**config.mk**
```make
export PLATFORM = sky130hd
export DESIGN_NAME = acc_core
export DESIGN_NICKNAME = d
export VERILOG_FILES = /design/src/rtl/acc_core_pkg.sv /design/src/rtl/acc_alu.sv /design/src/rtl/acc_seq.sv /design/src/rtl/acc_dp.sv /design/src/rtl/acc_core.sv
export SDC_FILE = /design/constraint.sdc
export NUM_CORES = 1
export LEC_CHECK = 0
export BUFFER_PORTS_ARGS = -buffer_cell sky130_fd_sc_hd__buf_2
export CAP_MARGIN = 0
export CORE_MARGIN = 1
export CORE_UTILIZATION = 23
export CTS_CLUSTER_SIZE = 30
export DETAILED_ROUTE_END_ITERATION = 10
export SYNTH_ARGS = -nofsm -noshare
export SYNTH_HDL_FRONTEND = slang
export SYNTH_SLANG_ARGS = --single-unit
```
**constraint.sdc**
```tcl
create_clock -name clk -period 3.2 [get_ports clk]
set_clock_uncertainty 0.15 [all_clocks]
set_input_delay 0.64 -clock clk [delete_from_list [all_inputs] [get_ports clk]]
set_output_delay 0.64 -clock clk [all_outputs]
set_load 0.1 [all_outputs]
```
**src/rtl/acc_core_pkg.sv**
```systemverilog
package acc_core_pkg;

  typedef enum logic [3:0] {
    PH_IF_ADDR,
    PH_IF_READ,
    PH_IF_CAPT,
    PH_DECODE,
    PH_OA_ADDR,
    PH_OA_READ,
    PH_OA_CAPT,
    PH_OV_ADDR,
    PH_OV_READ,
    PH_OV_CAPT,
    PH_EXEC,
    PH_STOP
  } phase_t;

  // bit 0 carry, bit 1 halt, bit 2 negative, bit 3 zero, bit 4 overflow
  typedef struct packed {
    logic ovf;
    logic zero;
    logic neg;
    logic halt;
    logic carry;
  } flags_t;

  typedef struct packed {
    logic mar_from_pc;
    logic mar_from_opa;
    logic rd_req;
    logic pc_adv;
    logic cap_opcode;
    logic cap_opaddr;
    logic cap_value;
    logic exec_add;
    logic set_halt;
    logic set_bad_op;
  } ctl_t;

endpackage

```
**src/rtl/acc_alu.sv**
```systemverilog
module acc_alu #(
  parameter int DW = 16
) (
  input  logic [DW-1:0] a_i,
  input  logic [DW-1:0] b_i,
  output logic [DW-1:0] sum_o,
  output logic          carry_o,
  output logic          ovf_o,
  output logic          zero_o,
  output logic          neg_o
);

  logic [DW:0] wide_sum;

  always_comb begin
    wide_sum = {1'b0, a_i} + {1'b0, b_i};
    sum_o    = wide_sum[DW-1:0];
    carry_o  = wide_sum[DW];
    neg_o    = wide_sum[DW-1];
    zero_o   = (wide_sum[DW-1:0] == '0);
    ovf_o    = (a_i[DW-1] == b_i[DW-1]) && (wide_sum[DW-1] != a_i[DW-1]);
  end

endmodule

```
**src/rtl/acc_seq.sv**
```systemverilog
module acc_seq
  import acc_core_pkg::*;
#(
  parameter int            DW       = 16,
  parameter logic [DW-1:0] OPC_ADD  = 16'h0099,
  parameter logic [DW-1:0] OPC_STOP = 16'h00FF
) (
  input  logic          clk,
  input  logic          rst_n,
  input  logic [DW-1:0] opcode_i,
  output ctl_t          ctl_o,
  output phase_t        phase_o
);

  phase_t ph_q, ph_d;
  ctl_t   ctl;

  always_comb begin
    ph_d = ph_q;
    ctl  = '0;
    case (ph_q)
      PH_IF_ADDR: begin ctl.mar_from_pc = 1'b1;                     ph_d = PH_IF_READ; end
      PH_IF_READ: begin ctl.rd_req = 1'b1; ctl.pc_adv = 1'b1;       ph_d = PH_IF_CAPT; end
      PH_IF_CAPT: begin ctl.cap_opcode = 1'b1;                      ph_d = PH_DECODE;  end
      PH_DECODE: begin
        if (opcode_i == OPC_ADD) begin
          ph_d = PH_OA_ADDR;
        end else if (opcode_i == OPC_STOP) begin
          ctl.set_halt = 1'b1;
          ph_d         = PH_STOP;
        end else begin
          ctl.set_halt   = 1'b1;
          ctl.set_bad_op = 1'b1;
          ph_d           = PH_STOP;
        end
      end
      PH_OA_ADDR: begin ctl.mar_from_pc = 1'b1;                     ph_d = PH_OA_READ; end
      PH_OA_READ: begin ctl.rd_req = 1'b1; ctl.pc_adv = 1'b1;       ph_d = PH_OA_CAPT; end
      PH_OA_CAPT: begin ctl.cap_opaddr = 1'b1;                      ph_d = PH_OV_ADDR; end
      PH_OV_ADDR: begin ctl.mar_from_opa = 1'b1;                    ph_d = PH_OV_READ; end
      PH_OV_READ: begin ctl.rd_req = 1'b1;                          ph_d = PH_OV_CAPT; end
      PH_OV_CAPT: begin ctl.cap_value = 1'b1;                       ph_d = PH_EXEC;    end
      PH_EXEC:    begin ctl.exec_add = 1'b1;                        ph_d = PH_IF_ADDR; end
      PH_STOP:    begin                                             ph_d = PH_STOP;    end
      default:    begin                                             ph_d = PH_STOP;    end
    endcase
  end

  always_ff @(posedge clk or negedge rst_n) begin
    if (!rst_n) ph_q <= PH_IF_ADDR;
    else        ph_q <= ph_d;
  end

  assign ctl_o   = ctl;
  assign phase_o = ph_q;

  AST_STOP_STICKY: assert property (@(posedge clk) disable iff (!rst_n)
    (ph_q == PH_STOP) |=> (ph_q == PH_STOP));

  AST_ONE_READ_PHASE: assert property (@(posedge clk) disable iff (!rst_n)
    ctl.rd_req |=> !ctl.rd_req);

endmodule

```
**src/rtl/acc_dp.sv**
```systemverilog
module acc_dp
  import acc_core_pkg::*;
#(
  parameter int            DW         = 16,
  parameter int            AW         = 16,
  parameter logic [AW-1:0] START_ADDR = 16'h0030
) (
  input  logic          clk,
  input  logic          rst_n,
  input  ctl_t          ctl_i,
  input  logic [DW-1:0] rdata_i,
  input  logic [DW-1:0] alu_sum_i,
  input  logic          alu_carry_i,
  input  logic          alu_ovf_i,
  input  logic          alu_zero_i,
  input  logic          alu_neg_i,
  output logic [AW-1:0] pc_o,
  output logic [AW-1:0] mar_o,
  output logic [DW-1:0] mdr_o,
  output logic [DW-1:0] opcode_o,
  output logic [DW-1:0] acc_o,
  output flags_t        flags_o,
  output logic          bad_op_o
);

  localparam logic [AW-1:0] PC_STEP = AW'(DW / 8);

  logic [AW-1:0] pc_q, pc_d;
  logic [AW-1:0] mar_q, mar_d;
  logic [DW-1:0] mdr_q, mdr_d;
  logic [DW-1:0] opc_q, opc_d;
  logic [AW-1:0] opa_q, opa_d;
  logic [DW-1:0] acc_q, acc_d;
  flags_t        flg_q, flg_d;
  logic          bad_q, bad_d;

  always_comb begin
    pc_d  = pc_q;
    mar_d = mar_q;
    mdr_d = mdr_q;
    opc_d = opc_q;
    opa_d = opa_q;
    acc_d = acc_q;
    flg_d = flg_q;
    bad_d = bad_q;

    if (ctl_i.pc_adv)       pc_d  = pc_q + PC_STEP;
    if (ctl_i.mar_from_pc)  mar_d = pc_q;
    if (ctl_i.mar_from_opa) mar_d = opa_q;
    if (ctl_i.cap_opcode || ctl_i.cap_opaddr || ctl_i.cap_value) mdr_d = rdata_i;
    if (ctl_i.cap_opcode)   opc_d = rdata_i;
    if (ctl_i.cap_opaddr)   opa_d = rdata_i[AW-1:0];
    if (ctl_i.exec_add) begin
      acc_d      = alu_sum_i;
      flg_d.carry = alu_carry_i;
      flg_d.neg   = alu_neg_i;
      flg_d.zero  = alu_zero_i;
      flg_d.ovf   = alu_ovf_i;
    end
    if (ctl_i.set_halt)   flg_d.halt = 1'b1;
    if (ctl_i.set_bad_op) bad_d      = 1'b1;
  end

  always_ff @(posedge clk or negedge rst_n) begin
    if (!rst_n) begin
      pc_q  <= START_ADDR;
      mar_q <= START_ADDR;
      mdr_q <= '0;
      opc_q <= '0;
      opa_q <= '0;
      acc_q <= '0;
      flg_q <= '0;
      bad_q <= 1'b0;
    end else begin
      pc_q  <= pc_d;
      mar_q <= mar_d;
      mdr_q <= mdr_d;
      opc_q <= opc_d;
      opa_q <= opa_d;
      acc_q <= acc_d;
      flg_q <= flg_d;
      bad_q <= bad_d;
    end
  end

  assign pc_o     = pc_q;
  assign mar_o    = mar_q;
  assign mdr_o    = mdr_q;
  assign opcode_o = opc_q;
  assign acc_o    = acc_q;
  assign flags_o  = flg_q;
  assign bad_op_o = bad_q;

  AST_PC_WORD_STEP: assert property (@(posedge clk) disable iff (!rst_n)
    (pc_q != $past(pc_q)) |-> (pc_q == $past(pc_q) + PC_STEP));

  AST_ACC_ONLY_IN_EXEC: assert property (@(posedge clk) disable iff (!rst_n)
    !$past(ctl_i.exec_add) |-> (acc_q == $past(acc_q)));

  AST_NEG_TRACKS_MSB: assert property (@(posedge clk) disable iff (!rst_n)
    $past(ctl_i.exec_add) |-> (flg_q.neg == acc_q[DW-1]));

  AST_BAD_OP_HALTS: assert property (@(posedge clk) disable iff (!rst_n)
    bad_q |-> flg_q.halt);

endmodule

```
**src/rtl/acc_core.sv**
```systemverilog
module acc_core
  import acc_core_pkg::*;
#(
  parameter int            DW         = 16,
  parameter int            AW         = 16,
  parameter logic [AW-1:0] START_ADDR = 16'h0030,
  parameter logic [DW-1:0] OPC_ADD    = 16'h0099,
  parameter logic [DW-1:0] OPC_STOP   = 16'h00FF
) (
  input  logic          clk,
  input  logic          rst_n,
  output logic [AW-1:0] mem_addr,
  output logic          mem_rd,
  output logic          mem_wr,
  output logic [DW-1:0] mem_wdata,
  input  logic [DW-1:0] mem_rdata,
  output logic [DW-1:0] acc_o,
  output logic [AW-1:0] pc_o,
  output logic [4:0]    status_o,
  output logic          illegal_o
);

  logic [1:0]    rst_sync_q;
  logic          core_rst_n;
  ctl_t          ctl;
  phase_t        phase;
  logic [DW-1:0] opcode;
  logic [DW-1:0] mdr;
  logic [DW-1:0] acc;
  logic [AW-1:0] mar;
  flags_t        flags;
  logic [DW-1:0] alu_sum;
  logic          alu_carry, alu_ovf, alu_zero, alu_neg;

  always_ff @(posedge clk or negedge rst_n) begin
    if (!rst_n) rst_sync_q <= 2'b00;
    else        rst_sync_q <= {rst_sync_q[0], 1'b1};
  end
  assign core_rst_n = rst_sync_q[1];

  acc_seq #(
    .DW       (DW),
    .OPC_ADD  (OPC_ADD),
    .OPC_STOP (OPC_STOP)
  ) u_seq (
    .clk      (clk),
    .rst_n    (core_rst_n),
    .opcode_i (opcode),
    .ctl_o    (ctl),
    .phase_o  (phase)
  );

  acc_alu #(.DW(DW)) u_alu (
    .a_i     (acc),
    .b_i     (mdr),
    .sum_o   (alu_sum),
    .carry_o (alu_carry),
    .ovf_o   (alu_ovf),
    .zero_o  (alu_zero),
    .neg_o   (alu_neg)
  );

  acc_dp #(
    .DW         (DW),
    .AW         (AW),
    .START_ADDR (START_ADDR)
  ) u_dp (
    .clk         (clk),
    .rst_n       (core_rst_n),
    .ctl_i       (ctl),
    .rdata_i     (mem_rdata),
    .alu_sum_i   (alu_sum),
    .alu_carry_i (alu_carry),
    .alu_ovf_i   (alu_ovf),
    .alu_zero_i  (alu_zero),
    .alu_neg_i   (alu_neg),
    .pc_o        (pc_o),
    .mar_o       (mar),
    .mdr_o       (mdr),
    .opcode_o    (opcode),
    .acc_o       (acc),
    .flags_o     (flags),
    .bad_op_o    (illegal_o)
  );

  assign mem_addr  = mar;
  assign mem_rd    = ctl.rd_req;
  assign mem_wr    = 1'b0;
  assign mem_wdata = acc;
  assign acc_o     = acc;
  assign status_o  = flags;

  AST_HALTED_NO_READ: assert property (@(posedge clk) disable iff (!core_rst_n)
    status_o[1] |-> !mem_rd);

  AST_STOP_PHASE_HALTED: assert property (@(posedge clk) disable iff (!core_rst_n)
    $past(phase == PH_DECODE) && (phase == PH_STOP) |-> status_o[1]);

endmodule

```
==> results.py <==
metrics = {
    "status": {
        "status": "finished with violations",
        "failing_checks": "design-rule violations",
    },
    "placed_design": {
        "placement.cell_area_um2": 5876,
        "gp_congestion": 0.8100,
        "pre_cts_slack_ns": 0.4221,
        "placedCellCount": 806,
        "place.detailed.hpwl_um": 9185,
        "io_buffer_count": 87,
    },
    "sta": {
        "timing_hold_violations_final": 0,
        "drv_slew": 0,
        "final-setup-viol-count": 0,
        "slew_headroom": 0.5908,
        "finalSetupTns_ns": 0,
        "min_period_over_period": 0.8742,
        "slew_at_the_pin_with_the_worst_max_slew_slack_ns": 0.6116,
        "timing.hold.ws_ns": 0.1830,
        "final.min_clock_period_ns": 2.797,
        "achievable-frequency_mhz": 357.5,
        "setup_repair_after_global_routing_missed_its_margin": "no",
        "worst_slack_ns": 0.4027,
    },
    "global_route": {
        "grtUsageTotal": 0.1074,
        "grt_max_degree": 44,
        "first_global_vias": 3596,
        "gr-total-overflow": 0,
        "antenna_found_initial": 2,
        "wire_length_of_the_first_global_routing_pass_um": 19690,
    },
    "power": {
        "finalPower_mw": 2.709,
        "static-leakage-power_nw": 2.957,
        "vdd_ir_drop_max_v": 0.0001942,
        "power_density_nw_per_um2": 437.0,
    },
    "worst_setup_path": {
        "worst-r2r-setup-slack_ns": 0.40,
        "critical_path.max_fanout": 5,
        "cpLargestDelayFamily": "compound AO/OA/AOI/OAI gates",
        "crit_arrival_ns": 2.93,
        "crit_path_end_kind": "register",
        "worst_r2r_path_depth": 9,
        "critical-path-slowest-cell": "sky130_fd_sc_hd__o41ai_4",
        "path_class": "register to register",
        "worstPathRequired_ns": 3.33,
        "critical_path.max_stage_delay_ns": 0.46,
        "worst_r2r_endpoint": "u_dp.flags_o[3]",
        "regToRegStartpoint": "u_dp.acc_o[1]",
        "start_kind": "register",
        "crit_buf_inv": 0,
        "critical_path.cell_chain": "ha_1 > a211oi_2 > or2_1 > o21ai_2 > o41ai_4 > mux2_4 > o22ai_1 > and4_1 > a32o_1",
    },
    "yosys": {
        "seq_area_frac_synth": 0.5086,
        "async_flop_share": 1.000,
        "yosysTopAreaCell": "sky130_fd_sc_hd__dfrtp_1",
        "post_synth_main_area_contributors": "sky130_fd_sc_hd__dfrtp_1, sky130_fd_sc_hd__mux2_2, sky130_fd_sc_hd__ha_1",
        "flip_flop_cell_with_the_highest_count_after_synthesis": "sky130_fd_sc_hd__dfrtp_1",
        "yosysTopAreaCellShare": 0.4885,
        "post_synth_instance_area_um2": 5225,
        "cell_count_after_synthesis": 465,
        "synth.avg_cell_area_um2": 11.24,
        "number_of_enable_flip_flop_cells_after_synthesis": 0,
        "synth.ff_latch_count": 106,
        "yosys_warnings": 0,
        "library_cell_with_the_highest_instance_count_after_synthesis": "sky130_fd_sc_hd__dfrtp_1",
        "synthDistinctLibCells": 57,
        "top_cell_types_by_occurrence_after_synthesis": "sky130_fd_sc_hd__dfrtp_1, sky130_fd_sc_hd__mux2_2, sky130_fd_sc_hd__nand2_1, sky130_fd_sc_hd__nor2_1, sky130_fd_sc_hd__a21oi_1",
    },
    "cells_and_area": {
        "finalNonFillerCells": 825,
        "final_core_utilization": 0.2814,
        "finalNetCount": 574,
        "syn_to_final_growth_pct": 18.63,
        "design_area_um2": 6198,
        "share_of_final_layout_standard_cells_stronger_than_drive_strength_1": 0.3278,
    },
    "detailed_routing": {
        "routedWlPerCell_um": 14.65,
        "drt_pre_antenna_iters": 8,
        "first_iter_violations": 192,
        "route.final.wire_length_um": 12090,
        "vias": 3519,
        "dr_vias_cell": 4.265,
        "route.antenna.remaining_nets": 0,
        "post-route-drc-count": 18,
    },
    "floorplan": {
        "die_ar_um2": 23320,
        "core.rowCount": 54,
        "floorplan.io_pins": 90,
        "starting_density_of_the_core": 0.2372,
        "vertical_extent_of_the_die_um": 152.7,
        "core_area_um2": 22030,
        "chipWidth_um": 152.7,
    },
    "clock_network": {
        "root_buffer": "sky130_fd_sc_hd__clkbuf_16",
        "clock_insertion_delay_worst_skew_ns": 0.34,
        "cts_sinks": 106,
        "cts_max_level": 3,
        "cts_made_buffers": 9,
        "tritoncts": "built",
        "cts_setup_buffers": 0,
        "clk_pin_slew_worst_paths_ns": 0.07,
        "clk_path_buf_depth": 2,
    },
    "run": {
        "cap_viol_max_count": 0,
    },
    "min_path": {
        "min-delay-path-class": "register to asynchronous set/reset pin",
    },
}
==> sequential cells by signal, summed over array words and instances (netlist names), 4 cells and up <==
signal and cells:
u_dp.pc_o 15, u_dp.mdr_o 16, u_dp.opcode_o 16, u_dp.mar_o 16
u_seq.phase_o 4, u_dp.opa_q 16, u_dp.flags_o 5, u_dp.acc_o 15
==> how the worst max path moves through the flow <==
stage / startpoint / end / slack, ns / cells past startpoint
finish: u_dp.acc_o[1] / u_dp.flags_o[3] / 0.40 / 9
detailed placement: u_dp.acc_o[1] / u_dp.flags_o[3] / 0.42 / 9
global placement: u_dp.acc_o[1] / u_dp.flags_o[3] / 0.48 / 9
CTS: u_dp.acc_o[1] / u_dp.flags_o[3] / 0.41 / 9
global route: u_dp.acc_o[1] / u_dp.flags_o[3] / 0.25 / 9
floorplan: u_dp.acc_o[2] / u_dp.flags_o[3] / 0.05 / 9
==> where the power goes <==
group          total [mW]  switching [mW]  leakage (nW)  internal, mW
Sequential           1.37          0.0198          1.31          1.35
Combinational       0.207           0.133          1.49        0.0734
Clock                1.13           0.480         0.149         0.650
Total                2.71           0.633          2.96          2.08
==> cells in the final DEF (no fill, tap or decap), types with 4 or more instances in the layout <==
| cell | instances |
|---|---|
| sky130_fd_sc_hd__a21o_1 | 4 |
| sky130_fd_sc_hd__o21bai_1 | 5 |
| sky130_fd_sc_hd__dfrtp_1 | 100 |
| sky130_fd_sc_hd__ha_1 | 17 |
| sky130_fd_sc_hd__nor3_1 | 6 |
| sky130_fd_sc_hd__dfstp_2 | 4 |
| sky130_fd_sc_hd__xor2_1 | 13 |
| sky130_fd_sc_hd__buf_4 | 7 |
| sky130_fd_sc_hd__buf_2 | 87 |
| sky130_fd_sc_hd__inv_1 | 9 |
| sky130_fd_sc_hd__nand3_1 | 5 |
| sky130_fd_sc_hd__nor2_1 | 35 |
| sky130_fd_sc_hd__nand2b_1 | 4 |
| sky130_fd_sc_hd__o21ai_0 | 24 |
| sky130_fd_sc_hd__clkbuf_16 | 9 |
| sky130_fd_sc_hd__or3_1 | 4 |
| sky130_fd_sc_hd__mux2_2 | 50 |
| sky130_fd_sc_hd__a21oi_1 | 29 |
| sky130_fd_sc_hd__xnor2_1 | 15 |
| sky130_fd_sc_hd__nand4_1 | 6 |
| sky130_fd_sc_hd__mux2i_1 | 16 |
| sky130_fd_sc_hd__nand2_1 | 37 |
==> worst reg2reg max path: cells and delay by family (launching register included) <==
kind            cells  cell delay, ns
compound gates      5            1.10
flops               1            0.43
fa+ha+maj           1            0.33
simple gates        2            0.38
mux                 1            0.34
==> per-layer routing <==
layer  global-route usage  vias to the layer above  wire length (um)
met5                    0                        -                 0
li1                     -                     1749                 -
met2               0.1758                       57              5769
met4              0.03848                        0               200
met3              0.02702                       12               586
met1               0.1369                     1701              5530
==> what timing repair did <==
| item | in CTS | in global routing |
|---|---|---|
| resized for setup | 0 | 0 |
| endpoints found under the hold margin | 2 | 0 |
| hold buffers | 1 | 0 |
==> cell families after synthesis <==
| logic type | count (synthesis) | share of synthesized area |
|---|---|---|
| simple gates | 115 | 0.1046 |
| flops | 106 | 0.5086 |
| compound gates | 84 | 0.1023 |
| mux | 67 | 0.1413 |
| buf+inv | 45 | 0.05029 |
| xor+xnor | 28 | 0.04694 |
| fa+ha+maj | 18 | 0.04454 |
| other cells | 2 | 0.001437 |
==> layout make-up <==
| cell class | instances | area (um2) |
|---|---|---|
| repair buffers | 96 | 518.0 |
| clock buffers | 12 | 256.5 |
| fillers | 2320 | 15830 |
| well taps | 280 | 350.3 |
| clock inverters | 4 | 51.30 |
| diodes | 2 | 5.005 |
| multi-input cells | 315 | 2317 |
| flip-flops and latches | 106 | 2663 |
| inverters | 10 | 37.54 |
Power figures use the tool's default switching activity.
